`src/rtl/llsc_monitor.sv`:
```
module llsc_monitor #(
  parameter int THREADS = 4,
  parameter int ADDR_W  = 12,
  parameter int DATA_W  = 32,
  parameter int BLK_LSB = 6,
  localparam int TID_W  = (THREADS > 1) ? $clog2(THREADS) : 1,
  localparam int BLK_W  = ADDR_W - BLK_LSB
) (
  input  logic              clk,
  input  logic              rst_n,
  input  logic              req_valid,
  input  logic [TID_W-1:0]  req_tid,
  input  logic [1:0]        req_op,
  input  logic [ADDR_W-1:0] req_addr,
  input  logic [DATA_W-1:0] req_wdata,
  output logic              mem_we,
  output logic [ADDR_W-1:0] mem_addr,
  output logic [DATA_W-1:0] mem_wdata,
  output logic              sc_done,
  output logic              sc_fail
);
  localparam logic [1:0] OP_ST = 2'd1, OP_LL = 2'd2, OP_SC = 2'd3;

  logic [THREADS-1:0] rsv_vld;
  logic [BLK_W-1:0]   rsv_blk [THREADS];
  logic [THREADS-1:0] hit_vec;
  logic [BLK_W-1:0]   req_blk;

  assign req_blk   = req_addr[ADDR_W-1:BLK_LSB];
  assign mem_addr  = req_addr;
  assign mem_wdata = req_wdata;
  assign sc_done   = req_valid && (req_op == OP_SC);
  assign sc_fail   = sc_done && !hit_vec[req_tid];
  assign mem_we    = req_valid && ((req_op == OP_ST) || (sc_done && !sc_fail));

  for (genvar t = 0; t < THREADS; t++) begin : g_trk
    logic own;
    assign own        = req_valid && (req_tid == TID_W'(t));
    assign hit_vec[t] = rsv_vld[t] && (rsv_blk[t] == req_blk);

    always_ff @(posedge clk) begin
      if (!rst_n) begin
        rsv_vld[t] <= 1'b0;
        rsv_blk[t] <= '0;
      end else if (own && req_op == OP_LL) begin
        rsv_vld[t] <= 1'b1;
        rsv_blk[t] <= req_blk;
      end else if (own && req_op == OP_SC) begin
        rsv_vld[t] <= 1'b0;
      end else if (mem_we && !own && hit_vec[t]) begin
        rsv_vld[t] <= 1'b0;
      end
    end
  end
endmodule

```
`config.mk`:
```
export PLATFORM = sky130hd
export DESIGN_NAME = llsc_monitor
export DESIGN_NICKNAME = d
export VERILOG_FILES = /design/src/rtl/llsc_monitor.sv
export SDC_FILE = /design/constraint.sdc
export NUM_CORES = 1
export LEC_CHECK = 0
export ABC_AREA = 1
export CAP_MARGIN = 20
export CORE_MARGIN = 2
export CORE_UTILIZATION = 36
export CTS_CLUSTER_DIAMETER = 40
export DETAILED_ROUTE_END_ITERATION = 8
export PLACE_DENSITY = 0.82
export SETUP_SLACK_MARGIN = 0.5
export SYNTH_ARGS = -nofsm -noshare
export SYNTH_HDL_FRONTEND = slang
export SYNTH_SLANG_ARGS = --single-unit
```
`constraint.sdc`:
```
create_clock -name clk -period 1.9 [get_ports clk]
set_input_delay 0.57 -clock clk [delete_from_list [all_inputs] [get_ports clk]]
set_output_delay 0.57 -clock clk [all_outputs]
set_load 0.005 [all_outputs]
```
==> results of run 1 <==
## flip-flops by register name, indices dropped and copies added, names as in the netlist
register  flops
rsv_blk      24
rsv_vld       4
## worst min-delay path: stages (launching register included)
cell and delay (ns):
dfxtp_1 0.33, nand3_1 0.08, inv_1 0.04, nand2_1 0.06
nand2_1 0.04
## area by class of cell
class | count | share of cell area
tap | 70 | 0.0314
inverter | 30 | 0.0605
clock buffer | 3 | 0.0148
multi-input combinational | 149 | 0.380
sequential | 28 | 0.287
timing repair buffer | 61 | 0.225
clock inverter | 1 | 0.00134
## Yosys cell counts, types with 3 or more instances
library cell | n | area share
inv_2 | 7 | 0.014
o21ai_1 | 4 | 0.010
nor2_1 | 47 | 0.092
buf_4 | 44 | 0.17
edfxtp_1 | 24 | 0.37
xnor2_1 | 4 | 0.018
nand3_1 | 11 | 0.029
inv_1 | 23 | 0.045
dfxtp_1 | 4 | 0.042
nand2_1 | 59 | 0.12
nor2_2 | 3 | 0.0098
o21ai_0 | 4 | 0.010
## layout by cell type (no fill, tap or decap), types with 3 or more instances in the layout
cell type and instances:
nand3_2 7, edfxtp_1 24, nand2_1 34, buf_2 3
buf_8 6, buf_6 24, inv_4 4, nand3_1 4
o21ai_4 4, nor2_1 21, dfxtp_1 4, nand2_2 18
nand2_4 9, clkbuf_8 3, o21ai_2 3, nor2_2 18
inv_2 4, buf_4 23, nor2_4 11, inv_1 17
buf_12 3
## how the worst max path moves through the flow
stage | from | to | slack (ns) | depth (start not counted)
after global routing | req_addr[11] | mem_we | -0.42 | 10
after floorplan | req_addr[9] | sc_fail | 0.06 | 11
after CTS | req_addr[10] | mem_we | -0.39 | 11
after global placement | req_addr[7] | sc_fail | -1.19 | 12
after detailed placement | req_addr[7] | sc_fail | -1.25 | 12
final | req_addr[9] | sc_fail | -0.38 | 10
## power by group
part           switching (mW)  internal, mW
clock network           0.195         0.146
registers              0.0196         0.700
logic                   0.200         0.179
## stage by stage
step	worst slack [ns]	cells	setup TNS (ns)	instance area, µm²
floorplan	0.0552	253	0	2070
global placement	-1.19	325	-17.94	2220
detailed placement	-1.25	325	-19.20	2220
finish	-0.378	342	-0.731	2790
global route	-0.420	342	-0.834	2790
CTS	-0.390	336	-0.739	2490
## per-layer routing
layer	vias to the layer above	part of all wire
li1	784	-
met1	825	0.38
met2	72	0.53
met3	15	0.066
met4	0	0.026
met5	-	0
## logic make-up after synthesis
kind of cell	count (synthesis)	synth area share
XOR/XNOR	6	0.0273
AND/OR/NAND/NOR	129	0.281
flip-flops	28	0.416
AO/OA/AOI/OAI	14	0.0416
buffers and inverters	76	0.234
## repair_timing
item | in CTS | in global routing
pin swaps | 27 | 30
hold buffers | 0 | 0
gates resized for setup | 150 | 66
endpoints found under the hold margin | 0 | 0
setup endpoints to repair | 61 | 55
setup buffers | 7 | 6
==> run_results.csv, run 1 <==
group,metric,value,unit
place,port_buffers,21,
synthesis,yosysSeqAreaShare,0.416,
final_layout,multi_input_area,1060,µm²
critical_path,reg2reg_depth,11,
hold_path,holdPathEnd,"rsv_vld[0]",
synthesis,ys.flop_type,"edfxtp_1",
outcome,status,"finished, violations left",
place,hpwl,3140,µm
timing,min_period,2.28,ns
final_layout,nets,324,
global_route,antenna_found_initial,0,
critical_path,r2r-start,"rsv_blk[1][4]",
floorplan,initial_core_util,0.374,
critical_path,startpoint_type,"primary input",
critical_path,path_max_fanout,3,
synthesis,yosys_warnings,0,
outcome,violations,"setup timing",
timing,finalClockSkew,0.00299,ns
synthesis,synth_enable_flop_cells,24,
critical_path,slowest_stage,"xor2_2",
global_route,gr-usage-met2,0.289,
final_layout,layout-drive-gt1-share,0.574,
clock_tree,clk_pin_slew,0.10,ns
routing,drc,0,
routing,drt_iter0_markers,165,
critical_path,worstSetupEndpointType,"output port",
routing,totalWireLength,5310,µm
clock_tree,cts_made_buffers,3,
timing,worst_hold_slack,0.585,ns
routing,viasPerCell,4.96,
global_route,grt_pass1_wl,7690,µm
timing,period_share,1.20,
power,total_power,1.44,mW
synthesis,ys_seq_elements,28,
timing,drv_slew,0,
global_route,grt_max_degree,16,
timing,tightest_slew,0.286,ns
global_route,grt_pass1_vias,1577,
global_route,gr-total-overflow,0,
timing,final_hold_viol_count,0,
routing,wl_per_cell,15.5,µm
global_route,track_usage,0.163,
flow_run,maxCapViolCount,0,
global_route,busiest_layer,"met2",
critical_path,rrSetupSlack,0.27,ns
critical_path,crit_top_cell,"nor2_2",
clock_tree,cts_tree,"built",
power,leakage,1.23,nW
final_layout,register_area,801,µm²
critical_path,crit_type,"in -> out",
final_layout,fin_util,0.543,
timing,setup_violations,2,
critical_path,critPathTopFamily,"simple AND/OR/NAND/NOR gates",
final_layout,num_antenna_cells,0,
power,powerDensity,515,nW/µm²
synthesis,syn_inst,253,
power,peakVddDrop,0.000306,V
floorplan,die_area,5950,µm²
floorplan,num_rows,26,
hold_path,hp-class,"reg -> reg",
floorplan,die_h,77.1,µm
critical_path,critPathRequiredTime,1.33,ns
clock_tree,clock-sinks,28,
final_layout,syn_to_final_growth,45.1,%
hold_path,hold-path-cell-count,4,
timing,worst_slack,-0.378,ns
critical_path,r2r_end,"rsv_vld[3]",
critical_path,crit_arrival,1.71,ns
timing,slew_headroom,0.809,
place,gp_congestion,0.804,
routing,dr_total_vias,1696,
floorplan,die_x,77.1,µm
floorplan,core,5140,µm²
synthesis,postSynthNetCount,304,
critical_path,cp_slowest_stage_delay,0.20,ns
critical_path,crit_buf_inv,3,
routing,ant_nets,0,
synthesis,synthDistinctLibCells,26,
floorplan,pin_count,98,
hold_path,hold_start,"rsv_vld[0]",
synthesis,avgSynthCellArea,7.61,µm²
timing,fmax,439,MHz
synthesis,async_reset_ff_frac,0,
synthesis,synth_area,1920,µm²
timing,rsz0062_at_grt,"yes",
clock_tree,ctsLongestPathBuffers,2,
global_route,grt_util_met3,0.0294,
critical_path,cp_cell_sequence,"buf_6 -> buf_12 -> xor2_2 -> nor2_2 -> nand3_2 -> nand2_2 -> nor2_4 -> nand2_4 -> nor2_2 -> buf_2",
final_layout,fillerInstances,431,
clock_tree,cts_root_buffer,"clkbuf_8",
clock_tree,htree_levels,1,
clock_tree,clkLatencyLatePin,0.28,ns
global_route,gr-usage-met1,0.206,
routing,drt_first_pass_iters,4,
Note: power is estimated with default switching activity, not from simulation.
==> run 2, diff against run 1 <==
--- a/config.mk
+++ b/config.mk
@@ -8,10 +8,12 @@
 export ABC_AREA = 1
 export CAP_MARGIN = 20
 export CORE_MARGIN = 2
-export CORE_UTILIZATION = 36
+export CORE_UTILIZATION = 46
 export CTS_CLUSTER_DIAMETER = 40
+export CTS_CLUSTER_SIZE = 12
 export DETAILED_ROUTE_END_ITERATION = 8
-export PLACE_DENSITY = 0.82
+export DONT_BUFFER_PORTS = 1
+export PLACE_DENSITY = 0.69
 export SETUP_SLACK_MARGIN = 0.5
 export SYNTH_ARGS = -nofsm -noshare
 export SYNTH_HDL_FRONTEND = slang
==> run_results.csv, run 2 (synthesized netlist as in run 1, its figures left out) <==
group,metric,value,unit
outcome,status,"finished, violations left",
outcome,violations,"setup timing",
critical_path,crit_type,"reg -> out",
clock_tree,cts_made_buffers,3,
clock_tree,htree_levels,1,
hold_path,hold_start,"req_addr[9]",
critical_path,slowest_stage,"edfxtp_1",
power,leakage,0.874,nW
timing,min_period,2.01,ns
timing,finalClockSkew,0.00497,ns
timing,setup_violations,2,
clock_tree,clkLatencyLatePin,0.27,ns
floorplan,die_h,68.7,µm
global_route,gr-usage-met2,0.317,
place,hpwl,2920,µm
floorplan,die_x,68.7,µm
clock_tree,clk_pin_slew,0.10,ns
global_route,busiest_layer,"met2",
place,port_buffers,0,
final_layout,syn_to_final_growth,4.10,%
global_route,antenna_found_initial,0,
critical_path,r2r-start,"rsv_blk[1][3]",
power,total_power,1.22,mW
critical_path,path_max_fanout,2,
routing,drc,0,
final_layout,largest_reg_flops,24,
hold_path,hold-path-cell-count,2,
floorplan,initial_core_util,0.481,
clock_tree,clock-sinks,28,
clock_tree,cts_root_buffer,"clkbuf_8",
routing,drt_first_pass_iters,4,
timing,rsz0062_at_grt,"yes",
final_layout,final_common_cell,"nand2_1",
routing,drt_iter0_markers,77,
final_layout,reg_top3,"rsv_blk: 24 flops, rsv_vld: 4 flops",
global_route,grt_pass1_wl,6130,µm
final_layout,largest-register,"rsv_blk",
critical_path,worstSetupEndpointType,"output port",
final_layout,nets,275,
timing,period_share,1.06,
floorplan,core,4000,µm²
routing,totalWireLength,3930,µm
critical_path,startpoint_type,"flop",
critical_path,r2r_end,"rsv_vld[3]",
floorplan,die_area,4720,µm²
final_layout,num_antenna_cells,0,
critical_path,cp_slowest_stage_delay,0.39,ns
timing,worst_hold_slack,0.510,ns
routing,ant_nets,0,
hold_path,hp-class,"in -> reg",
clock_tree,ctsLongestPathBuffers,2,
floorplan,pin_count,98,
critical_path,reg2reg_depth,13,
routing,wl_per_cell,14.4,µm
timing,fmax,498,MHz
critical_path,rrSetupSlack,0.24,ns
power,powerDensity,609,nW/µm²
place,gp_congestion,0.862,
timing,final_hold_viol_count,0,
global_route,track_usage,0.183,
timing,worst_slack,-0.109,ns
timing,tightest_slew,0.341,ns
global_route,grt_util_met3,0.0438,
global_route,gr-total-overflow,0,
global_route,grt_pass1_vias,1280,
routing,dr_total_vias,1404,
critical_path,critPathRequiredTime,1.33,ns
critical_path,cp_cell_sequence,"nand2_1 -> nand2_1 -> nor2_2 -> nand2_2 -> nor3_4 -> nor2_4 -> a21oi_2",
global_route,gr-usage-met1,0.230,
clock_tree,cts_tree,"built",
floorplan,num_rows,23,
critical_path,crit_arrival,1.44,ns
routing,viasPerCell,5.14,
final_layout,final_cell_mix,"nand2_1, nor2_1, edfxtp_1",
power,peakVddDrop,0.000253,V
final_layout,layout-drive-gt1-share,0.283,
flow_run,maxCapViolCount,0,
timing,tns,-0.203,ns
critical_path,crit_top_cell,"nand2_1",
timing,slew_headroom,0.772,
timing,drv_slew,0,
hold_path,holdPathEnd,"rsv_blk[1][3]",
global_route,grt_max_degree,16,
## run 2: changes by cell type in the layout (fill, tap and decap cells not counted), moves of 5 or more
cell     delta
buf_4      -13
buf_8       -6
nand2_2     -9
buf_6      -22
inv_1       +5
nand2_4     -7
nor2_4      -8
nand2_1    +17
nor2_1     +18
nor2_2     -10
## run 2: routing by layer
metal,part of all wire,vias to the layer above,wire length [µm]
met1,0.42,684,1670
met3,0.065,2,254
met5,0,-,0
li1,-,686,-
met4,0.0033,0,13
met2,0.51,32,1990
## run 2: timing repair
| item | CTS | global route |
|---|---|---|
| endpoints found under the setup margin | 6 | 18 |
| endpoints found under the hold margin | 0 | 0 |
| gates resized for setup | 17 | 6 |
| pin swaps | 10 | 6 |
| buffers inserted | 1 | 2 |
| gates cloned | 0 | 0 |
| hold buffers | 0 | 0 |
## run 2: critical path, delay by kind of cell, from the launching register on
| kind | cells | cell delay, ns |
|---|---|---|
| AND/OR/NAND/NOR | 6 | 0.63 |
| AO/OA/AOI/OAI | 1 | 0.15 |
| flip-flops | 1 | 0.39 |
## run 2: per-stage QoR
stage	worst slack, ns	instance area [µm²]	util	cells
3_5_place_dp	-0.0532	1840	0.459	266
4_1_cts	-0.126	1960	0.491	271
3_3_place_gp	-0.0296	1840	0.459	266
2_1_floorplan	0.0552	2070	-	253
6_report	-0.109	2000	0.501	273
5_1_grt	-0.214	2000	0.501	273
## run 2: how the worst max path moves through the flow
stage / end / depth (start not counted) / slack [ns] / startpoint
finish: mem_we / 7 / -0.11 / rsv_blk[1][3]
global route: sc_fail / 11 / -0.21 / rsv_blk[3][1]
CTS: mem_we / 7 / -0.13 / rsv_blk[1][3]
detailed placement: sc_fail / 9 / -0.05 / req_addr[6]
global placement: sc_fail / 9 / -0.03 / req_addr[6]
floorplan: sc_fail / 11 / 0.06 / req_addr[9]
## run 2: area by class of cell
type	count	area [µm²]
sequential	28	801
clock inverter	1	3.75
fill	384	2000
multi-input combinational	149	841
timing repair buffer	12	97.6
tap	50	62.6
clock buffer	3	41.3
inverter	30	156
## run 2: power breakdown
part           total, mW  switching, mW  internal, mW
Combinational      0.174         0.0995        0.0742
Clock              0.330          0.185         0.145
Sequential         0.717         0.0174         0.699
